**config.mk**
```make
export PLATFORM = sky130hd
export DESIGN_NAME = serkey_device
export DESIGN_NICKNAME = d
export VERILOG_FILES = /design/src/rtl/serkey_pkg.sv /design/src/rtl/serkey_pin_sync.sv /design/src/rtl/serkey_field_rx.sv /design/src/rtl/serkey_device.sv
export SDC_FILE = /design/constraint.sdc
export NUM_CORES = 1
export LEC_CHECK = 0
export ABC_AREA = 1
export BUFFER_PORTS_ARGS = -buffer_cell sky130_fd_sc_hd__buf_2
export CORE_ASPECT_RATIO = 0.7
export CORE_MARGIN = 4
export CORE_UTILIZATION = 51
export CTS_CLUSTER_SIZE = 30
export DETAILED_ROUTE_END_ITERATION = 6
export GPL_TIMING_DRIVEN = 0
export PLACE_DENSITY = 0.75
export SYNTH_ARGS = -nofsm -noshare
export SYNTH_HDL_FRONTEND = slang
export SYNTH_SLANG_ARGS = --single-unit
```
**constraint.sdc**
```tcl
create_clock -name clk -period 1.8 [get_ports clk]
set_clock_uncertainty 0.15 [all_clocks]
set_input_delay 0.27 -clock clk [delete_from_list [all_inputs] [get_ports clk]]
set_output_delay 0.27 -clock clk [all_outputs]
set_load 0.05 [all_outputs]
```
**src/rtl/serkey_pkg.sv**
```systemverilog
package serkey_pkg;
  typedef enum logic [2:0] {
    ST_IDLE     = 3'd0,
    ST_CMD      = 3'd1,
    ST_PROG_ID  = 3'd2,
    ST_PROG_SEC = 3'd3,
    ST_READ     = 3'd4,
    ST_STOP     = 3'd5
  } key_state_e;
endpackage

```
**src/rtl/serkey_pin_sync.sv**
```systemverilog
// Multi-stage synchroniser plus edge detection for a group of pins.
module serkey_pin_sync #(
  parameter int N      = 3,
  parameter int STAGES = 2
) (
  input  logic         clk,
  input  logic         rst,
  input  logic [N-1:0] pin_i,
  output logic [N-1:0] lvl_o,
  output logic [N-1:0] rise_o,
  output logic [N-1:0] fall_o
);
  logic [STAGES-1:0][N-1:0] stage_q;
  logic [N-1:0]             prev_q;

  always_ff @(posedge clk) begin
    if (rst) begin
      stage_q <= '0;
      prev_q  <= '0;
    end else begin
      stage_q[0] <= pin_i;
      for (int i = 1; i < STAGES; i++) stage_q[i] <= stage_q[i-1];
      prev_q <= stage_q[STAGES-1];
    end
  end

  assign lvl_o  = stage_q[STAGES-1];
  assign rise_o = stage_q[STAGES-1] & ~prev_q;
  assign fall_o = ~stage_q[STAGES-1] & prev_q;
endmodule

```
**src/rtl/serkey_field_rx.sv**
```systemverilog
// LSB-first deserialiser; word_o is the completed word during the last shift.
module serkey_field_rx #(
  parameter int W = 64
) (
  input  logic         clk,
  input  logic         rst,
  input  logic         clr,
  input  logic         shift,
  input  logic         bit_i,
  output logic [W-1:0] word_o,
  output logic         last_o
);
  localparam int CW = $clog2(W);

  logic [W-1:0]  sr_q;
  logic [CW-1:0] cnt_q;

  always_ff @(posedge clk) begin
    if (rst || clr) begin
      sr_q  <= '0;
      cnt_q <= '0;
    end else if (shift) begin
      sr_q  <= {bit_i, sr_q[W-1:1]};
      cnt_q <= (cnt_q == CW'(W-1)) ? '0 : cnt_q + 1'b1;
    end
  end

  assign last_o = (cnt_q == CW'(W-1));
  assign word_o = {bit_i, sr_q[W-1:1]};
endmodule

```
**src/rtl/serkey_device.sv**
```systemverilog
module serkey_device
  import serkey_pkg::*;
#(
  parameter int                CMD_W       = 24,
  parameter int                FIELD_W     = 64,
  parameter int                SYNC_STAGES = 2,
  parameter logic [CMD_W-1:0]  PROG_CODE   = 24'h5A3C96,
  parameter logic [CMD_W-1:0]  READ_CODE   = 24'h3CC3A5
) (
  input  logic               clk,
  input  logic               rst,
  input  logic               key_en_i,
  input  logic               key_clk_i,
  input  logic               dq_i,
  output logic               dq_o,
  output logic               dq_oe,
  output logic [2:0]         mode_o,
  output logic               prog_done_o,
  output logic               cmd_miss_o,
  output logic [FIELD_W-1:0] id_o,
  output logic [FIELD_W-1:0] match_o
);
  localparam int IDX_W = $clog2(FIELD_W);

  logic [2:0] lvl, rise, fall;
  logic       en_s, dq_s, ck_rise, ck_fall;

  serkey_pin_sync #(.N(3), .STAGES(SYNC_STAGES)) u_sync (
    .clk(clk), .rst(rst),
    .pin_i({dq_i, key_clk_i, key_en_i}),
    .lvl_o(lvl), .rise_o(rise), .fall_o(fall)
  );

  assign en_s    = lvl[0];
  assign dq_s    = lvl[2];
  assign ck_rise = rise[1];
  assign ck_fall = fall[1];

  key_state_e          st_q;
  logic [FIELD_W-1:0]  id_q, sec_q;
  logic                done_q, miss_q, oe_q, dq_q;
  logic [IDX_W-1:0]    rd_idx_q;

  logic               in_prog;
  logic [CMD_W-1:0]   cmd_word;
  logic               cmd_last;
  logic [FIELD_W-1:0] fld_word;
  logic               fld_last;

  assign in_prog = (st_q == ST_PROG_ID) || (st_q == ST_PROG_SEC);

  serkey_field_rx #(.W(CMD_W)) u_cmd_rx (
    .clk(clk), .rst(rst),
    .clr(st_q != ST_CMD),
    .shift(ck_rise && (st_q == ST_CMD)),
    .bit_i(dq_s),
    .word_o(cmd_word), .last_o(cmd_last)
  );

  serkey_field_rx #(.W(FIELD_W)) u_fld_rx (
    .clk(clk), .rst(rst),
    .clr(!in_prog),
    .shift(ck_rise && in_prog),
    .bit_i(dq_s),
    .word_o(fld_word), .last_o(fld_last)
  );

  always_ff @(posedge clk) begin
    if (rst) begin
      st_q     <= ST_IDLE;
      id_q     <= '0;
      sec_q    <= '0;
      done_q   <= 1'b0;
      miss_q   <= 1'b0;
      oe_q     <= 1'b0;
      dq_q     <= 1'b0;
      rd_idx_q <= '0;
    end else begin
      done_q <= 1'b0;
      if (!en_s) begin
        st_q     <= ST_IDLE;
        miss_q   <= 1'b0;
        oe_q     <= 1'b0;
        rd_idx_q <= '0;
      end else begin
        if (ck_rise) oe_q <= 1'b0;
        unique case (st_q)
          ST_IDLE: st_q <= ST_CMD;
          ST_CMD: begin
            if (ck_rise && cmd_last) begin
              if (cmd_word == PROG_CODE) begin
                st_q <= ST_PROG_ID;
              end else if (cmd_word == READ_CODE) begin
                st_q     <= ST_READ;
                rd_idx_q <= '0;
              end else begin
                st_q   <= ST_STOP;
                miss_q <= 1'b1;
              end
            end
          end
          ST_PROG_ID: begin
            if (ck_rise && fld_last) begin
              id_q <= fld_word;
              st_q <= ST_PROG_SEC;
            end
          end
          ST_PROG_SEC: begin
            if (ck_rise && fld_last) begin
              sec_q  <= fld_word;
              done_q <= 1'b1;
              st_q   <= ST_STOP;
            end
          end
          ST_READ: begin
            if (ck_fall) begin
              dq_q <= id_q[rd_idx_q];
              oe_q <= 1'b1;
            end else if (ck_rise && oe_q) begin
              rd_idx_q <= rd_idx_q + 1'b1;
              if (rd_idx_q == IDX_W'(FIELD_W-1)) st_q <= ST_STOP;
            end
          end
          default: ;
        endcase
      end
    end
  end

  // Raw enable gates the driver so that release is immediate.
  assign dq_oe       = oe_q & key_en_i;
  assign dq_o        = dq_q;
  assign mode_o      = st_q;
  assign prog_done_o = done_q;
  assign cmd_miss_o  = miss_q;
  assign id_o        = id_q;
  assign match_o     = sec_q;


  en_low_idle_chk: assert property (@(posedge clk) disable iff (rst)
    !en_s |=> (st_q == ST_IDLE));


  done_single_chk: assert property (@(posedge clk) disable iff (rst)
    done_q |=> !done_q);


  miss_silent_chk: assert property (@(posedge clk) disable iff (rst)
    miss_q |-> !oe_q);


  drive_only_read_chk: assert property (@(posedge clk) disable iff (rst)
    oe_q |-> (st_q == ST_READ));


  sec_after_id_chk: assert property (@(posedge clk) disable iff (rst)
    (st_q == ST_PROG_SEC) |-> ($past(st_q) == ST_PROG_ID || $past(st_q) == ST_PROG_SEC));


  id_hold_chk: assert property (@(posedge clk) disable iff (rst)
    (st_q != ST_PROG_ID) |=> $stable(id_q));
endmodule

```
# ---- After elaboration in Yosys (flattened, before gate mapping)
# Cells that the tools add are included.
dict set report word_totals {
  reg_bits 248
  latch_bits 0
  ramBits 0
  romBits 0
  in_bits 5
  out_inout_bits 135
  elab_cells 89
  mem_count 0
}
dict set report classes {
  addsub 3
  mul 0
  n_div 0
  order_cmp 1
  eq_ne 18
  shifts 0
  n_mux 23
  bitwise_logic 9
  n_reduce_logical 20
}
# cell count
set op_table {}
lappend op_table {{2-to-1 mux 6 bit} 6}
lappend op_table {{equality test 24 x 22 -> 1 bit (second input constant)} 1}
lappend op_table {{equality test 24 x 23 -> 1 bit (second input constant)} 1}
lappend op_table {{2-to-1 mux 3 bit} 7}
lappend op_table {{case mux 3 bit (5 select lines)} 1}
lappend op_table {{adder 6 x 1 -> 6 bit (second input constant)} 2}
lappend op_table {{equality test 6 bit (second input constant)} 2}
lappend op_table {{case mux 6 bit (2 select lines)} 1}
lappend op_table {{AND reduction 3 bit} 3}
lappend op_table {{inequality test 2 x 1 -> 1 bit (second input constant)} 4}
lappend op_table {{inequality test 2 bit (second input constant)} 4}
lappend op_table {{less-than comparator 6 x 7 -> 1 bit (second input constant)} 1}
lappend op_table {{AND reduction 7 bit} 1}
lappend op_table {{binary-select mux 1 bit (select 6 bit)} 1}
lappend op_table {{equality test 3 x 2 -> 1 bit (second input constant)} 2}
lappend op_table {{2-to-1 mux 1 bit} 6}
lappend op_table {{AND reduction 6 bit} 1}
lappend op_table {{adder 5 x 1 -> 5 bit (second input constant)} 1}
lappend op_table {{equality test 5 bit (second input constant)} 1}
lappend op_table {{logical AND 1 bit} 5}
lappend op_table {{2-to-1 mux 5 bit} 1}
lappend op_table {{nonzero test 5 bit} 1}
lappend op_table {{bitwise AND 2 bit} 2}
lappend op_table {{inverter 1 bit} 4}
lappend op_table {{other kinds (12)} 15}

# ---- Depth between registers and ports, before layout
# Gate-level depths: netlist (run 1).
dict set report depth {
  depth_word 6
  depth_mapped 14
  mapped_depth_nobuf 13
}

# ---- Modules after synthesis
# From an unflattened synthesis (run 1), not the netlist that was laid out.
dict set report unflattened {
  hier_cells 1346
  hier_area_um2 10019.6
}
# mod instances cells_each area_each_um2 seq_area_each_um2
set by_module_without_submodules {}
lappend by_module_without_submodules {serkey_device 1 854 5964.5 2822.7}
lappend by_module_without_submodules {{serkey_field_rx at u_fld_rx} 1 318 2687.6 1381.3}
lappend by_module_without_submodules {{serkey_field_rx at u_cmd_rx} 1 134 1052.3 560.5}
lappend by_module_without_submodules {serkey_pin_sync 1 40 315.3 180.2}

# ---- Worst setup path after synthesis (run 1)
# OpenSTA, ideal clock, no wires.
dict set report synth_path {
  kind {reg2reg}
  startpoint {register st_q[1], in the netlist mode_o[1]}
  endpoint {register rd_idx_q[1]}
  setup_ns 0.118
  arrival_time_ns 1.729
  t_required_ns 1.532
  path_slack_ns -0.197
  path_stages_with_launch 10
  path_buffers 0
  period_less_slack_ns 1.997
  cell_sequence {dfxtp_1 -> nor2_1 -> nand2_2 -> inv_1 -> o21ai_0 -> nand2_1 -> a21oi_1 -> nand2_2 -> o21ai_1 -> nor2_1}
}
dict set report synth_via {
  elab_chain_cells 3
  word_cells_on_any_way 10
  classes_between {eq/ne (7); mux (1); reduce/logical (2)}
}
# item line
set synth_lines {}
lappend synth_lines {{start, declared} serkey_device.sv:39} ;# key_state_e st_q;
lappend synth_lines {{start signal, assigned} serkey_device.sv:70} ;# st_q <= ST_IDLE;
lappend synth_lines {{start signal, assigned} serkey_device.sv:81} ;# st_q <= ST_IDLE;
lappend synth_lines {{start signal, assigned} serkey_device.sv:88} ;# ST_IDLE: st_q <= ST_CMD;
lappend synth_lines {{equality test 3 x 1 -> 1 bit / equality test 3 bit (equally long branches)} serkey_device.sv:87} ;# unique case (st_q)
lappend synth_lines {{inequality test 2 x 1 -> 1 bit (no line), or another cell as far along} --}
lappend synth_lines {{AND reduction 6 bit (no line)} --}
lappend synth_lines {{end signal, assigned} serkey_device.sv:120} ;# rd_idx_q <= rd_idx_q + 1'b1;
lappend synth_lines {{end, declared} serkey_device.sv:42} ;# logic [IDX_W-1:0] rd_idx_q;
# Parallel ways exist; a longest one is shown, timed or not.
# A chain may end at the register's enable or synchronous reset.

# ---- Worst setup path after layout (run 1)
dict set report layout_path {
  startpoint {register u_fld_rx.cnt_q[0]}
  endpoint {register id_q[46], in the netlist id_o[46]}
}
dict set report layout_via {
  elab_chain_cells 3
}
# item line
set layout_lines {}
lappend layout_lines {{start, declared} serkey_field_rx.sv:16} ;# logic [CW-1:0] cnt_q;
lappend layout_lines {{start signal, assigned} serkey_field_rx.sv:24} ;# cnt_q <= (cnt_q == CW'(W-1)) ? '0 : cnt_q + 1'b1;
lappend layout_lines {{equality test 6 bit} serkey_field_rx.sv:28} ;# assign last_o = (cnt_q == CW'(W-1));
lappend layout_lines {{logical AND 1 bit} serkey_device.sv:103} ;# if (ck_rise && fld_last) begin
lappend layout_lines {{AND reduction 3 bit (no line)} --}
lappend layout_lines {{end signal, assigned} serkey_device.sv:104} ;# id_q <= fld_word;
lappend layout_lines {{end, declared} serkey_device.sv:40} ;# logic [FIELD_W-1:0] id_q, sec_q;
# Every way passes these cells.

==> impl_results.md, run 1 <==
- Outcome: complete, but fails checks
- Failing checks: negative setup slack
- Mapped cell area: 9540 sq um
- Post-Syn Nets: 1,252
- DIE WIDTH: 172 um
- Synth unique cells: 29
- First-pass GRT wire length: 45.7 mm
- Final WS setup: -0.132 ns
- Mapped Cells: 1,244
- Synth area leader: dfxtp_1
- Power Dens Cells: 813 nW/um^2
- VDD IR max: 0.570 mV
- Mean area per synthesized cell: 7.67 sq um
- CP max stage cell: dfxtp_2
- WP data required: 2.09 ns
- Critical Path Max Stage Delay: 0.36 ns
- Longest Clk Path Bufs: 3
- Initial drt markers: 919
- Post-DP HPWL: 19.7 mm
- Synth top area share: 0.514
- Initial Util: 0.524
- Placed Instance Area: 10,500 sq um
- Vias per Instance: 5.60
- Full die area: 21,000 sq um
- Relative slew slack: 0.364
- Total CTS buffers: 23
- Met1 Track Usage GR: 0.403
- Grt peak-use layer: met1
- CP delay by family, top: simple AND/OR/NAND/NOR gates
- Share of cells above drive strength 1: 0.288
- Total chip power: 10,300 uW
- Htree depth: 1
- Max-slew violations: 0
- Finished Cell Area: 12,600 sq um
- Core Box Area: 18,200 sq um
- Vias in the first global route: 8,681
- Worst hold path type: in -> reg
- Vias: 9,480
- Met3 global-route usage: 0.0596
- Seq/Total Area, Yosys: 0.514
- DR WL/cell: 17.7 um
- Critical path, cell by cell: ha_4 -> nand3_4 -> nor2_4 -> nand2_4 -> nor3_4 -> buf_6 -> buf_12 -> buf_6 -> o21ai_0 -> a21oi_1
- Ys Warns: 0
- Rows: 41
- Residual DRC: 0
- Worst path buffer plus inverter count: 3
- Total iterations of the first detailed-routing run: 5
- Endpoints failing setup: 114
- Max-cap viol count: 0
- Clk sink count: 245
- Fill cells: 1,440
- GRT overflow: 0
- Cell mode on critical path: buf_6
- Clk Latency, worst-skew pair: 0.52 ns
- ANT nets after route: 0
- Top area cells in the synthesized netlist: dfxtp_1, a21oi_1, o21ai_0, inv_1, nand2_1
- CTS tree: built
- Seq cells post-synth: 245
- GRT Total Usage: 0.269
- Gp weighted congestion: 0.923
- Port Buf Inserts: 139
- I/O pin count: 140
- N_diodes: 0
- RSZ-0062 raised after global routing: yes
- Achievable frequency: 0.518 GHz
- Tmin final: 1.93 ns
- Largest net degree at the start of global routing: 20
- Initial antenna violation count: 0
- Met2 Resource Use GR: 0.394
- Worst Setup End Kind: flop
- Commonest cells after routing, fill and taps aside: dfxtp_1, a21oi_1, inv_1
- CP Class: reg -> reg
- Commonest non-fill, non-tap cell in the layout: dfxtp_1
- Wirelength, routed: 30.0 mm
- Root buf cell: clkbuf_16
- Setup crit start kind: flop
- Die Y-Extent: 122 um
- Measured slew at the worst slew-check pin: 0.953 ns
- P&R area growth vs syn: 32.2%
- Hold Fails Final Rpt: 0
- Pre-CTS setup slack: -0.550 ns
- CP Max Fanout: 7
- Crit share post-route: 1.07
- CTS clk-pin slew, worst paths: 0.07 ns
- Worst Path Arrival: 2.23 ns
- Final net count: 1,454
- Static Leak: 0.00490 uW
==> timing repair <==
item,4_1_cts,5_1_grt
hold buffers,3,0
endpoints found under the hold margin,3,0
pin swaps,8,13
buffers inserted,11,17
gates resized for setup,161,238
endpoints found under the setup margin,227,216
gates cloned,8,2
==> cell usage after synthesis, drive strengths merged <==
cell type	instances
a21oi	213
o21a	1
o21ai	198
nand3	50
or2	1
nor4	3
nand4	12
clkinv	2
o211a	1
clkbuf	45
ha	3
xor2	3
buf	35
inv	186
nor2	69
nor3	14
dfxtp	245
nand2	134
a221oi	1
a211oi	27
xnor2	1
==> metal layers <==
layer  part of all wire  vias up
li1                   -     4529
met1               0.44     4412
met2               0.43      482
met3               0.10       57
met4              0.021        0
met5                  0        -
==> where the power goes <==
group          switching, uW  internal, uW
clock network           2060          2500
logic                    182          82.5
registers               8.09          5430
total                   2250          8010
==> worst reg2reg max path, stage by stage (launching register included) <==
cell and delay (ns):
dfxtp_2 0.36, ha_4 0.15, nand3_4 0.07, nor2_4 0.13
nand2_4 0.10, nor3_4 0.24, buf_6 0.16, buf_12 0.15
buf_6 0.12, o21ai_0 0.08, a21oi_1 0.16
==> stage by stage <==
stage	setup TNS (ns)	hold slack, ns	utilization	std cells
final	-5.13	0.139	0.693	1694
after global routing	-11.75	0.161	0.693	1694
after CTS	-4.16	0.0729	0.650	1677
after detailed placement	-53.33	0.251	0.579	1619
after global placement	-48.07	0.243	0.579	1619
after floorplan	0	0.227	-	1244
==> area by class of cell <==
type,count,area [sq um],share of cell area
inverter,188,724,0.0574
multi-input combinational,731,4150,0.329
timing repair buffer,180,1140,0.0905
clock inverter,8,48.8,0.00387
tap,236,295,0.0234
sequential,245,4920,0.390
clock buffer,29,638,0.0506
buffer,77,691,0.0548
==> flip-flops by register name, summed over array words and instances (netlist names) <==
signal / flops
id_o: 64
match_o: 64
u_fld_rx.sr_q: 63
u_cmd_rx.sr_q: 23
rd_idx_q: 6
u_fld_rx.cnt_q: 6
u_cmd_rx.cnt_q: 5
mode_o: 3
u_sync.lvl_o: 3
u_sync.stage_q: 3
cmd_miss_o: 1
dq_o: 1
oe_q: 1
prog_done_o: 1
u_sync.prev_q: 1
==> cells by family after synthesis <==
logic type,count (synthesis),synth area share
and+or+nand+nor,283,0.127
adders and majority gates,3,0.00393
DFF,245,0.514
AOI/OAI and AO/OA,441,0.240
buffers and inverters,268,0.112
xor gates and xnor gates,4,0.00367
==> path summary, 6_finish.rpt <==
| check | start | endpoint | slack [ns] | cells after the start |
|---|---|---|---|---|
| worst max register to register | u_fld_rx.cnt_q[0]$_SDFFE_PP0P_ | id_o[46]$_SDFFE_PP0P_ | -0.13 | 10 |
| worst max-delay path | u_fld_rx.cnt_q[0]$_SDFFE_PP0P_ | id_o[46]$_SDFFE_PP0P_ | -0.13 | 10 |
| worst min-delay path | rst | u_cmd_rx.sr_q[23]$_SDFFE_PP0P_ | 0.14 | 4 |
| worst min register to register | u_sync.stage_q[2]$_SDFF_PP0_ | u_sync.lvl_o[2]$_SDFF_PP0_ | 0.25 | 2 |
Note: power is estimated with default switching activity, not from simulation.
==> run 2: changes to the inputs <==
--- a/config.mk
+++ b/config.mk
@@ -7,13 +7,15 @@
 export LEC_CHECK = 0
 export ABC_AREA = 1
 export BUFFER_PORTS_ARGS = -buffer_cell sky130_fd_sc_hd__buf_2
+export CELL_PAD_IN_SITES_DETAIL_PLACEMENT = 1
+export CELL_PAD_IN_SITES_GLOBAL_PLACEMENT = 2
 export CORE_ASPECT_RATIO = 0.7
 export CORE_MARGIN = 4
-export CORE_UTILIZATION = 51
+export CORE_UTILIZATION = 29
 export CTS_CLUSTER_SIZE = 30
 export DETAILED_ROUTE_END_ITERATION = 6
 export GPL_TIMING_DRIVEN = 0
-export PLACE_DENSITY = 0.75
+export PLACE_DENSITY_LB_ADDON = 0.1
 export SYNTH_ARGS = -nofsm -noshare
 export SYNTH_HDL_FRONTEND = slang
 export SYNTH_SLANG_ARGS = --single-unit
==> impl_results.md, run 2 (synthesis gave the netlist of run 1 again) <==
- GRT Total Usage: 0.203 (was 0.269)
- Power Dens Cells: 809 nW/um^2 (was 813 nW/um^2)
- First-pass GRT wire length: 57.5 mm (was 45.7 mm)
- DR WL/cell: 20.1 um (was 17.7 um)
- VDD IR max: 0.486 mV (was 0.570 mV)
- R2R cell count: 10 (unchanged)
- Static Leak: 0.00545 uW (was 0.00490 uW)
- I/O pin count: 140 (unchanged)
- Layout Utilization: 0.446 (was 0.693)
- Final Non-Filler Cells: 1,923 (was 1,694)
- Total placed cells including tap cells: 1,810 (was 1,619)
- Die Y-Extent: 160 um (was 122 um)
- Hold depth: 4 (unchanged)
- Htree depth: 1 (unchanged)
- Commonest non-fill, non-tap cell in the layout: dfxtp_1 (unchanged)
- CP Class: reg -> reg (unchanged)
- RSZ-0062 raised after global routing: yes (unchanged)
- Post-DP HPWL: 26.0 mm (was 19.7 mm)
- Clk sink count: 245 (unchanged)
- Endpoints failing setup: 112 (was 114)
- Achievable frequency: 0.522 GHz (was 0.518 GHz)
- Max-cap viol count: 0 (unchanged)
- Critical path, cell by cell: ha_4 -> nand3_4 -> nor2_4 -> nand2_4 -> nor2_4 -> nand3_4 -> buf_12 -> clkbuf_16 -> o21ai_4 -> a21oi_2 (was ha_4 -> nand3_4 -> nor2_4 -> nand2_4 -> nor3_4 -> buf_6 -> buf_12 -> buf_6 -> o21ai_0 -> a21oi_1)
- Share of cells above drive strength 1: 0.373 (was 0.288)
- Largest net degree at the start of global routing: 14 (was 20)
- Rows: 55 (was 41)
- Total chip power: 11,700 uW (was 10,300 uW)
- GRT overflow: 0 (unchanged)
- Hold_sp: rst (unchanged)
- Port Buf Inserts: 139 (unchanged)
- Critical Path Max Stage Delay: 0.35 ns (was 0.36 ns)
- Tmin final: 1.91 ns (was 1.93 ns)
- Total iterations of the first detailed-routing run: 5 (unchanged)
- Total CTS buffers: 27 (was 23)
- CP max stage cell: dfxtp_2 (unchanged)
- Hold Path End: u_cmd_rx.sr_q[3]$_SDFFE_PP0P_ (was u_cmd_rx.sr_q[23]$_SDFFE_PP0P_)
- R2R Path End: match_o[1]$_SDFFE_PP0P_ (was id_o[46]$_SDFFE_PP0P_)
- Outcome: complete, but fails checks (unchanged)
- Worst hold path type: in -> reg (unchanged)
- Measured slew at the worst slew-check pin: 1.09 ns (was 0.953 ns)
- Grt peak-use layer: met1 (unchanged)
- Initial antenna violation count: 1 (was 0)
- Gp weighted congestion: 0.799 (was 0.923)
- Full die area: 35,900 sq um (was 21,000 sq um)
- Met3 global-route usage: 0.0334 (was 0.0596)
- Worst r2r src: u_fld_rx.cnt_q[1]$_SDFFE_PP0P_ (was u_fld_rx.cnt_q[0]$_SDFFE_PP0P_)
- DIE WIDTH: 225 um (was 172 um)
- Failing checks: negative setup slack (unchanged)
- Worst Path Arrival: 2.19 ns (was 2.23 ns)
- Wirelength, routed: 38.7 mm (was 30.0 mm)
- Hold_ws: 0.189 ns (was 0.139 ns)
- CP Max Fanout: 5 (was 7)
- Initial drt markers: 487 (was 919)
- CTS clk-pin slew, worst paths: 0.06 ns (was 0.07 ns)
- Residual DRC: 0 (unchanged)
- P&R area growth vs syn: 51.5% (was 32.2%)
- Root buf cell: clkbuf_16 (unchanged)
- R2r setup slk: -0.11 ns (was -0.13 ns)
- Met1 Track Usage GR: 0.311 (was 0.403)
- Max-slew violations: 0 (unchanged)
- Crit share post-route: 1.06 (was 1.07)
- Setup crit start kind: flop (unchanged)
- Commonest cells after routing, fill and taps aside: dfxtp_1, inv_1, buf_2 (was dfxtp_1, a21oi_1, inv_1)
- Hold Fails Final Rpt: 0 (unchanged)
- Final net count: 1,486 (was 1,454)
- Vias per Instance: 4.86 (was 5.60)
- Core Box Area: 32,400 sq um (was 18,200 sq um)
- Vias in the first global route: 9,358 (was 8,681)
- Worst Setup End Kind: flop (unchanged)
- Final WS setup: -0.115 ns (was -0.132 ns)
- WP data required: 2.08 ns (was 2.09 ns)
- Met2 Resource Use GR: 0.300 (was 0.394)
- CTS tree: built (unchanged)
- ANT nets after route: 0 (unchanged)
- Clk Latency, worst-skew pair: 0.56 ns (was 0.52 ns)
- Relative slew slack: 0.271 (was 0.364)
- Initial Util: 0.294 (was 0.524)
- Longest Clk Path Bufs: 3 (unchanged)
- Vias: 9,340 (was 9,480)
- N_diodes: 0 (unchanged)
## run 2: area by class of cell
type	instances	area, sq um
plain buffers	79	845
clock buffers	36	769
clock inverters	11	159
fillers	3783	18000
inverters	188	739
multi-input cells	732	4780
flip-flops and latches	245	4930
well taps	427	534
repair buffers	204	1700
repair inverters	1	8.76
## run 2: worst max-delay path by stage
| stage | start | cells after the start | to | slack (ns) |
|---|---|---|---|---|
| floorplan | u_fld_rx.cnt_q[0]$_SDFFE_PP0P_ | 10 | match_o[0]$_SDFFE_PP0P_ | 0.03 |
| global placement | u_fld_rx.cnt_q[0]$_SDFFE_PP0P_ | 10 | match_o[1]$_SDFFE_PP0P_ | -0.98 |
| detailed placement | u_fld_rx.cnt_q[0]$_SDFFE_PP0P_ | 10 | match_o[1]$_SDFFE_PP0P_ | -1.04 |
| CTS | u_fld_rx.cnt_q[1]$_SDFFE_PP0P_ | 11 | match_o[13]$_SDFFE_PP0P_ | -0.17 |
| global route | u_fld_rx.cnt_q[0]$_SDFFE_PP0P_ | 10 | match_o[1]$_SDFFE_PP0P_ | -0.18 |
| finish | u_fld_rx.cnt_q[1]$_SDFFE_PP0P_ | 10 | match_o[1]$_SDFFE_PP0P_ | -0.11 |
## run 2: what timing repair did
action,in CTS,in global routing
pin swaps,49,43
buffers inserted,24,15
hold buffers,3,0
cloned,15,12
endpoints found under the hold margin,3,0
setup endpoints to repair,237,211
gates resized for setup,360,226
## run 2: power breakdown
part / total [uW] / internal (uW) / switching (uW)
logic: 341 / 114 / 227
registers: 5430 / 5430 / 5.96
clock network: 5920 / 3550 / 2370
## run 2: per-stage QoR
step / instance area (sq um) / TNS [ns] / worst slack (ns)
2_1_floorplan: 9550 / 0 / 0.0284
3_3_place_gp: 10800 / -115.25 / -0.983
3_5_place_dp: 10800 / -119.83 / -1.04
4_1_cts: 13300 / -8.24 / -0.174
5_1_grt: 14500 / -15.47 / -0.183
6_report: 14500 / -6.44 / -0.115
## run 2: critical path: cells and delay by family (launching register included)
| kind | cells | cell delay [ns] |
|---|---|---|
| flip-flops | 1 | 0.35 |
| buffers and inverters | 2 | 0.38 |
| adder cells (fa/ha/maj) | 1 | 0.16 |
| AND/OR/NAND/NOR | 5 | 0.56 |
| AO/OA/AOI/OAI | 2 | 0.21 |
## run 2: layer usage
metal	share of wire	wire length (um)
met1	0.52	20100
met2	0.42	16200
met3	0.040	1540
met4	0.021	829
met5	0	0
==> run 3: changes to the inputs <==
--- a/config.mk
+++ b/config.mk
@@ -6,7 +6,7 @@
 export NUM_CORES = 1
 export LEC_CHECK = 0
 export ABC_AREA = 1
-export BUFFER_PORTS_ARGS = -buffer_cell sky130_fd_sc_hd__buf_2
+export BUFFER_PORTS_ARGS = -buffer_cell sky130_fd_sc_hd__buf_4
 export CELL_PAD_IN_SITES_DETAIL_PLACEMENT = 1
 export CELL_PAD_IN_SITES_GLOBAL_PLACEMENT = 2
 export CORE_ASPECT_RATIO = 0.7
==> impl_results.md, run 3 (synthesis gave the netlist of run 1 again) <==
- Outcome: complete, but fails checks (unchanged)
- Failing checks: negative setup slack (unchanged)
- Top Layer Used: met4 (unchanged)
- Hold_ws: 0.157 ns (was 0.189 ns)
- DIE WIDTH: 225 um (unchanged)
- Clk sink count: 245 (unchanged)
- Share of cells above drive strength 1: 0.353 (was 0.373)
- Relative slew slack: 0.385 (was 0.271)
- Total placed cells including tap cells: 1,810 (unchanged)
- Met2 routed WL: 16.4 mm (was 16.2 mm)
- Routed wl met3: 1.54 mm (about the same)
- Wirelength, routed: 38.2 mm (was 38.7 mm)
- Port Buf Inserts: 139 (unchanged)
- Vias per Instance: 4.86 (about the same)
- Initial antenna violation count: 0 (was 1)
- Worst hold path type: in -> reg (unchanged)
- Longest Clk Path Bufs: 3 (unchanged)
- Initial drt markers: 503 (was 487)
- CP Class: reg -> reg (unchanged)
- Worst Setup End Kind: flop (unchanged)
- Power Dens Cells: 785 nW/um^2 (was 809 nW/um^2)
- WP data required: 2.09 ns (was 2.08 ns)
- Commonest cells after routing, fill and taps aside: dfxtp_1, inv_1, buf_4 (was dfxtp_1, inv_1, buf_2)
- Full die area: 35,900 sq um (unchanged)
- Final net count: 1,485 (was 1,486)
- Commonest non-fill, non-tap cell in the layout: dfxtp_1 (unchanged)
- Htree depth: 1 (unchanged)
- N_diodes: 0 (unchanged)
- Clk Latency, worst-skew pair: 0.56 ns (about the same)
- First-pass GRT wire length: 58.0 mm (was 57.5 mm)
- Max-cap viol count: 0 (unchanged)
- VDD IR max: 0.470 mV (was 0.486 mV)
- GRT Total Usage: 0.205 (was 0.203)
- P&R area growth vs syn: 50.2% (was 51.5%)
- Gp weighted congestion: 0.820 (was 0.799)
- Vias: 9,359 (was 9,340)
- I/O pin count: 140 (unchanged)
- Residual DRC: 0 (unchanged)
- Tmin final: 1.97 ns (was 1.91 ns)
- Hold Fails Final Rpt: 0 (unchanged)
- Endpoints failing setup: 128 (was 112)
- Rows: 55 (unchanged)
- Die Y-Extent: 160 um (unchanged)
- M1 WL: 19.6 mm (was 20.1 mm)
- Worst Path Arrival: 2.26 ns (was 2.19 ns)
- Setup crit start kind: flop (unchanged)
- Total iterations of the first detailed-routing run: 5 (unchanged)
- Achievable frequency: 0.509 GHz (was 0.522 GHz)
- Final Non-Filler Cells: 1,926 (was 1,923)
- DR WL/cell: 19.8 um (was 20.1 um)
- ANT nets after route: 0 (unchanged)
- Root buf cell: clkbuf_16 (unchanged)
- CTS tree: built (unchanged)
- Static Leak: 0.00530 uW (was 0.00545 uW)
- GRT overflow: 0 (unchanged)
- Vias in the first global route: 9,395 (was 9,358)
- CP Max Fanout: 6 (was 5)
- Measured slew at the worst slew-check pin: 0.923 ns (was 1.09 ns)
- Total chip power: 11,300 uW (was 11,700 uW)
- Largest net degree at the start of global routing: 14 (unchanged)
- Post-DP HPWL: 26.1 mm (was 26.0 mm)
- Max-slew violations: 0 (unchanged)
- Final WS setup: -0.166 ns (was -0.115 ns)
- RSZ-0062 raised after global routing: yes (unchanged)
- Initial Util: 0.294 (unchanged)
- Crit share post-route: 1.09 (was 1.06)
- CTS clk-pin slew, worst paths: 0.07 ns (was 0.06 ns)
- Layout Utilization: 0.442 (was 0.446)
- Total CTS buffers: 28 (was 27)
- Core Box Area: 32,400 sq um (unchanged)
==> run 3: cell count changes in the layout (fill, tap and decap cells not counted), moves of 7 or more <==
cell,change
buf_4,+143
o21ai_2,+36
dfxtp_2,-10
clkbuf_1,+13
buf_6,+9
o21ai_0,-8
clkbuf_16,-7
a21oi_1,+27
o21ai_4,-23
a21oi_2,-27
buf_2,-139
==> run 3: worst paths after layout <==
path	end	slack [ns]	cells past startpoint	startpoint
worst max register to register	match_o[1]$_SDFFE_PP0P_	-0.17	10	u_fld_rx.cnt_q[0]$_SDFFE_PP0P_
worst min-delay path	u_cmd_rx.sr_q[23]$_SDFFE_PP0P_	0.16	4	rst
worst min register to register	u_sync.lvl_o[1]$_SDFF_PP0_	0.25	2	u_sync.stage_q[1]$_SDFF_PP0_
worst max-delay path	match_o[1]$_SDFFE_PP0P_	-0.17	10	u_fld_rx.cnt_q[0]$_SDFFE_PP0P_
==> run 3: what timing repair did <==
item,CTS,global route
hold buffers,3,0
gates resized for setup,313,238
gates cloned,16,6
endpoints found under the hold margin,3,0
setup endpoints to repair,237,199
buffers inserted,33,16
pin swaps,25,37
==> run 3: area by class of cell <==
class,count,area [sq um]
clock buffers,46,840
repair buffers,204,1870
multi-input cells,732,4590
well taps,427,534
flip-flops and latches,245,4930
fillers,3759,18100
inverters,188,737
plain buffers,78,810
clock inverters,6,32.5
==> run 3: per-layer routing <==
metal / GRT usage / up-vias
met3: 0.0325 / 47
met5: 0 / -
li1: - / 4595
met1: 0.314 / 4557
met4: 0.0370 / 0
met2: 0.308 / 160
==> run 3: through the flow <==
| step | setup slack [ns] | setup TNS, ns | cell area, sq um |
|---|---|---|---|
| after floorplan | 0.0284 | 0 | 9550 |
| after global placement | -0.980 | -115.28 | 11100 |
| after detailed placement | -1.02 | -118.30 | 11100 |
| after CTS | -0.166 | -10.55 | 13500 |
| after global routing | -0.225 | -20.00 | 14300 |
| final | -0.166 | -9.53 | 14300 |
==> run 3: where the power goes <==
| group | total (uW) | internal, uW | switching [uW] |
|---|---|---|---|
| Sequential | 5430 | 5420 | 7.13 |
| Clock | 5510 | 3170 | 2340 |
| Combinational | 319 | 103 | 216 |
| Total | 11300 | 8690 | 2560 |
==> run 3: worst max-delay path, stage by stage, from the launching register on <==
cell and delay, ns:
dfxtp_4 0.36, ha_4 0.15, nand3_4 0.08, nor2_4 0.13
nand2_4 0.09, nor2_4 0.10, nand3_4 0.18, buf_12 0.23
clkbuf_16 0.18, o21ai_4 0.15, a21oi_2 0.04
